$ cat src/rtl/wsf_pkg.sv
package wsf_pkg;
  // Control pins bundled for the synchroniser
  typedef struct packed {
    logic pg;   // supply good, active high
    logic oe;   // read enable pin level (1 = not driving)
    logic we;   // write strobe pin level
    logic ce;   // chip select pin level
  } ctl_pins_t;

  localparam ctl_pins_t CTL_IDLE = '{pg: 1'b0, oe: 1'b1, we: 1'b1, ce: 1'b1};
endpackage

$ cat src/rtl/wsf_sync.sv
module wsf_sync #(
  parameter int WIDTH = 1,
  parameter int STAGES = 2,
  parameter logic [WIDTH-1:0] RST_VAL = '0
) (
  input  logic             clk,
  input  logic             rst,
  input  logic [WIDTH-1:0] d,
  output logic [WIDTH-1:0] q
);
  logic [WIDTH-1:0] stage [STAGES];

  always_ff @(posedge clk) begin
    if (rst) begin
      for (int i = 0; i < STAGES; i++) stage[i] <= RST_VAL;
    end else begin
      stage[0] <= d;
      for (int i = 1; i < STAGES; i++) stage[i] <= stage[i-1];
    end
  end

  assign q = stage[STAGES-1];
endmodule

$ cat src/rtl/wsf_por_timer.sv
module wsf_por_timer #(
  parameter int POR_CYCLES = 1250000
) (
  input  logic clk,
  input  logic rst,
  input  logic pg_s,
  output logic ready
);
  localparam int CW = $clog2(POR_CYCLES + 1);
  localparam logic [CW-1:0] LIMIT = CW'(POR_CYCLES);

  logic [CW-1:0] cnt;

  always_ff @(posedge clk) begin
    if (rst || !pg_s) begin
      cnt   <= '0;
      ready <= 1'b0;
    end else begin
      if (cnt != LIMIT) cnt <= cnt + 1'b1;
      ready <= (cnt == LIMIT);
    end
  end
endmodule

$ cat src/rtl/wsf_capture.sv
module wsf_capture #(
  parameter int AW = 19,
  parameter int DW = 8,
  parameter int MIN_LOW = 4
) (
  input  logic          clk,
  input  logic          rst,
  input  logic          ce_s,
  input  logic          we_s,
  input  logic          oe_s,
  input  logic          ready,
  input  logic [AW-1:0] addr_s,
  input  logic [DW-1:0] data_s,
  output logic          wr_valid,
  output logic [AW-1:0] wr_addr,
  output logic [DW-1:0] wr_data
);
  localparam int CW = $clog2(MIN_LOW + 1) + 1;
  localparam logic [CW-1:0] CMAX = '1;
  localparam logic [CW-1:0] CMIN = CW'(MIN_LOW);

  logic          act, act_q, armed, ok;
  logic [CW-1:0] width;
  logic [AW-1:0] addr_q;
  logic [DW-1:0] data_q;

  assign act = !ce_s && !we_s;
  assign ok  = oe_s && ready;

  always_ff @(posedge clk) begin
    if (rst) begin
      act_q    <= 1'b0;
      armed    <= 1'b0;
      width    <= '0;
      addr_q   <= '0;
      data_q   <= '0;
      wr_valid <= 1'b0;
      wr_addr  <= '0;
      wr_data  <= '0;
    end else begin
      act_q    <= act;
      wr_valid <= 1'b0;
      if (act && !act_q) begin
        // later falling edge: address is taken here
        armed  <= ok;
        width  <= CW'(1);
        addr_q <= addr_s;
        data_q <= data_s;
      end else if (act) begin
        if (!ok) armed <= 1'b0;
        if (width != CMAX) width <= width + 1'b1;
        data_q <= data_s;
      end else if (act_q) begin
        // first rising edge: data held from the last active sample
        armed <= 1'b0;
        if (armed && ok && width >= CMIN) begin
          wr_valid <= 1'b1;
          wr_addr  <= addr_q;
          wr_data  <= data_q;
        end
      end
    end
  end
endmodule

$ cat src/rtl/wr_strobe_front.sv
module wr_strobe_front
  import wsf_pkg::*;
#(
  parameter int AW = 19,
  parameter int DW = 8,
  parameter int MIN_LOW = 4,
  parameter int POR_CYCLES = 1250000,
  parameter int SYNC_STAGES = 2
) (
  input  logic          clk,
  input  logic          rst,
  input  logic          ce_n,
  input  logic          we_n,
  input  logic          oe_n,
  input  logic [AW-1:0] addr,
  input  logic [DW-1:0] data,
  input  logic          pwr_good,
  output logic          wr_valid,
  output logic [AW-1:0] wr_addr,
  output logic [DW-1:0] wr_data
);
  localparam int BW = AW + DW;

  ctl_pins_t     ctl_raw, ctl_s;
  logic [BW-1:0] bus_s;
  logic          ce_s, we_s, oe_s, pg_s, ready;
  logic [AW-1:0] addr_s;
  logic [DW-1:0] data_s;

  assign ctl_raw = '{pg: pwr_good, oe: oe_n, we: we_n, ce: ce_n};

  wsf_sync #(.WIDTH(4), .STAGES(SYNC_STAGES), .RST_VAL(CTL_IDLE)) u_sync_ctl (
    .clk(clk), .rst(rst), .d(ctl_raw), .q(ctl_s)
  );

  wsf_sync #(.WIDTH(BW), .STAGES(SYNC_STAGES), .RST_VAL('0)) u_sync_bus (
    .clk(clk), .rst(rst), .d({addr, data}), .q(bus_s)
  );

  assign ce_s   = ctl_s.ce;
  assign we_s   = ctl_s.we;
  assign oe_s   = ctl_s.oe;
  assign pg_s   = ctl_s.pg;
  assign addr_s = bus_s[BW-1:DW];
  assign data_s = bus_s[DW-1:0];

  wsf_por_timer #(.POR_CYCLES(POR_CYCLES)) u_por (
    .clk(clk), .rst(rst), .pg_s(pg_s), .ready(ready)
  );

  wsf_capture #(.AW(AW), .DW(DW), .MIN_LOW(MIN_LOW)) u_cap (
    .clk(clk), .rst(rst),
    .ce_s(ce_s), .we_s(we_s), .oe_s(oe_s), .ready(ready),
    .addr_s(addr_s), .data_s(data_s),
    .wr_valid(wr_valid), .wr_addr(wr_addr), .wr_data(wr_data)
  );
endmodule

$ cat config.mk
export PLATFORM = sky130hd
export DESIGN_NAME = wr_strobe_front
export DESIGN_NICKNAME = d
export VERILOG_FILES = /design/src/rtl/wsf_pkg.sv /design/src/rtl/wsf_sync.sv /design/src/rtl/wsf_por_timer.sv /design/src/rtl/wsf_capture.sv /design/src/rtl/wr_strobe_front.sv
export SDC_FILE = /design/constraint.sdc
export NUM_CORES = 1
export LEC_CHECK = 0
export ABC_AREA = 1
export BUFFER_PORTS_ARGS = -buffer_cell sky130_fd_sc_hd__buf_4
export CORE_ASPECT_RATIO = 1.2
export CORE_MARGIN = 4
export CORE_UTILIZATION = 45
export CTS_CLUSTER_SIZE = 12
export DETAILED_ROUTE_END_ITERATION = 8
export PLACE_DENSITY = 0.68
export SYNTH_ARGS = -nofsm -noshare
export SYNTH_HDL_FRONTEND = slang
export SYNTH_SLANG_ARGS = --single-unit
$ cat constraint.sdc
create_clock -name clk -period 2.6 [get_ports clk]
set_input_delay 0.26 -clock clk [delete_from_list [all_inputs] [get_ports clk]]
set_output_delay 0.26 -clock clk [all_outputs]
set_load 0.02 [all_outputs]
==> run metrics <==
Floorplan Core Area 11200 um^2; critical path capture point type flop; Resize count post-CTS 0; crit path launch type flop; share of layout cells above drive strength 1 16.3%; dpl ws 0.840 ns; Worst Tran Pin Value 0.589 ns; most frequent cells in the layout nor2_1, dfxtp_1, inv_1, o21ai_0, buf_4; HPWL after DPL 6.77 mm; Max VDD drop 373 uV; Fillers 1012; pwr dens 765 nW/um^2; largest net degree at the start of global routing 67; initial antenna violation count 0; setup ws final 0.834 ns; CTS Hold Buffers Added 0; die area 13400 um^2; number of global-route vias before repair 3944; RSZ-0062 raised after global routing no; Root Buffer clkbuf_16; commonest non-fill, non-tap cell in the layout nor2_1; Avg Cell Area, Syn 7.88 um^2; GRT Residual Overflow 0; Setup TNS 0 ns; Synth Net Count 698; max_slew headroom 60.7%; worst hold stages 2; Max Cap Viol 0; clk sinks 145; area growth from synthesis to layout 21.3%; Worst-Skew Late Latency 0.41 ns; Leakage 2.80 nW; Ys Warns 0; total track usage 15.8%; die outline height 126 um; H-tree levels 4; Initial Util 46.6%; Final Hold Viols 0; status completed; synth unique cells 28; row count 42; clock skew 0.0126 ns; Remaining DRCs 0; Slew Limit Fails 0; Finished Cell Area 6320 um^2; Area after DPL 5720 um^2; die width 106 um; # port buffers 60; CTS tree done; gpl congestion 0.929; Req. time, crit path 2.94 ns; FF-to-FF path depth 7; first-pass GRT wire length 17.2 mm; area of the mapped netlist 5220 um^2; Seq cells post-synth 145; antenna cell count 0; Layout Nets 754; Worst Hold Class primary input to flop; sequential-to-total area share from yosys stat 55.7%; wire length per cell 11.1 um; Post CTS Setup Buffer Count 0; total CTS buffers 17; final wirelength 9.79 mm; cells after synthesis 662; CP Class flop to flop; CP peak stage delay 0.34 ns; io pins 61; # setup viols final 0; Pre-Repair DR Iteration Count 4; First DRT Iteration DRCs 150; clk slew on worst S/H paths 0.06 ns; routed vias/inst 4.62; Via Count 4086; Data arrival, critical path 2.11 ns; min cycle time layout 1.77 ns; placed cells 853; crit path max fanout 22; Non-Filler Instances 885; Routed Antenna Nets 0; period utilization 67.9%; max frequency 0.566 GHz; slowest CP cell nor2_4; Cell Chain, Critical Path nor2_4 > inv_2 > nor2_4 > inv_2 > o21ai_0 > a21oi_1 > nor2_1; worst-case clock buffer depth 2
[report_power, final]
group	internal (mW)	leakage, nW	switching, mW
Sequential	2.27	1.18	0.0159
Clock	1.54	0.287	0.879
Combinational	0.0593	1.33	0.0707
[kinds of logic (layout without fill, tap and decap cells)]
group	count (synthesis)	count (layout)	share of synthesized area [%]
adders and majority gates	3	3	0.720
DFF	145	145	55.7
and+or+nand+nor	318	318	26.0
buffers and inverters	112	181	9.28
xor gates and xnor gates	3	3	0.504
AOI/OAI and AO/OA	81	81	7.82
[cell usage after synthesis]
master	number	share of area [%]
a211oi_1	1	0.14
a21oi_1	18	1.7
buf_2	3	0.29
buf_6	7	1.5
clkbuf_1	14	1.0
dfxtp_1	145	56
ha_1	3	0.72
inv_1	84	6.0
inv_2	3	0.22
inv_8	1	0.22
nand2_1	52	3.7
nand2_2	4	0.48
nand2_4	1	0.22
nand3_1	21	2.0
nand3_2	1	0.19
nand3b_1	1	0.14
nand4_1	7	0.84
nor2_1	210	15
nor2_2	4	0.48
nor2_4	7	1.5
nor3_1	1	0.096
nor3_2	1	0.19
nor3b_1	1	0.14
o21ai_0	62	6.0
or2_1	1	0.12
or2_2	6	0.72
xnor2_1	2	0.34
xor2_1	1	0.17
[sequential cells by signal, summed over array words and instances, names as in the netlist]
name / cells
u_cap.data_q: 8
u_cap.wr_data: 8
u_cap.wr_valid: 1
u_sync_ctl.stage: 8
u_por.cnt: 21
u_cap.act_q: 1
u_por.ready: 1
u_cap.addr_q: 19
u_cap.width: 4
u_sync_bus.stage: 54
u_cap.armed: 1
u_cap.wr_addr: 19
[stage by stage]
step           hold slack, ns  total power [mW]  util (%)
2_1_floorplan           0.364              2.41         -
3_3_place_gp            0.394              2.47      51.1
3_5_place_dp            0.394              2.47      51.1
4_1_cts                0.0230              4.89      56.5
5_1_grt                0.0196              5.03      56.5
6_report               0.0384              4.84      56.5
[metal layers]
metal	track usage, %	part of all wire [%]	vias to the layer above
li1	-	-	2142
met1	18.5	44	1843
met2	26.3	51	91
met3	5.73	4.6	10
met4	5.72	1.3	0
met5	0	0	-
[area by class of cell]
| cell class | instances | area [um^2] | share of cell area (%) |
|---|---|---|---|
| inverters | 88 | 338 | 5.34 |
| clock inverters | 12 | 158 | 2.49 |
| flip-flops and latches | 145 | 2900 | 45.9 |
| multi-input cells | 405 | 1830 | 28.9 |
| well taps | 154 | 193 | 3.05 |
| repair buffers | 61 | 458 | 7.24 |
| clock buffers | 20 | 447 | 7.06 |
[final timing paths]
path	endpoint	from	slack [ns]
min	u_sync_ctl.stage[0][1]	we_n	0.04
max	u_cap.width[0]	u_sync_ctl.stage[0][5]	0.83
min reg2reg	u_sync_bus.stage[0][34]	u_sync_bus.stage[0][7]	0.40
max reg2reg	u_cap.width[0]	u_sync_ctl.stage[0][5]	0.83
[worst max-delay path, delay by kind of cell (launching register included)]
family	cells	cell delay [ns]
buffers and inverters	2	0.41
AO/OA/AOI/OAI	2	0.25
AND/OR/NAND/NOR	3	0.72
flip-flops	1	0.32
(Power assumes the default switching activity.)
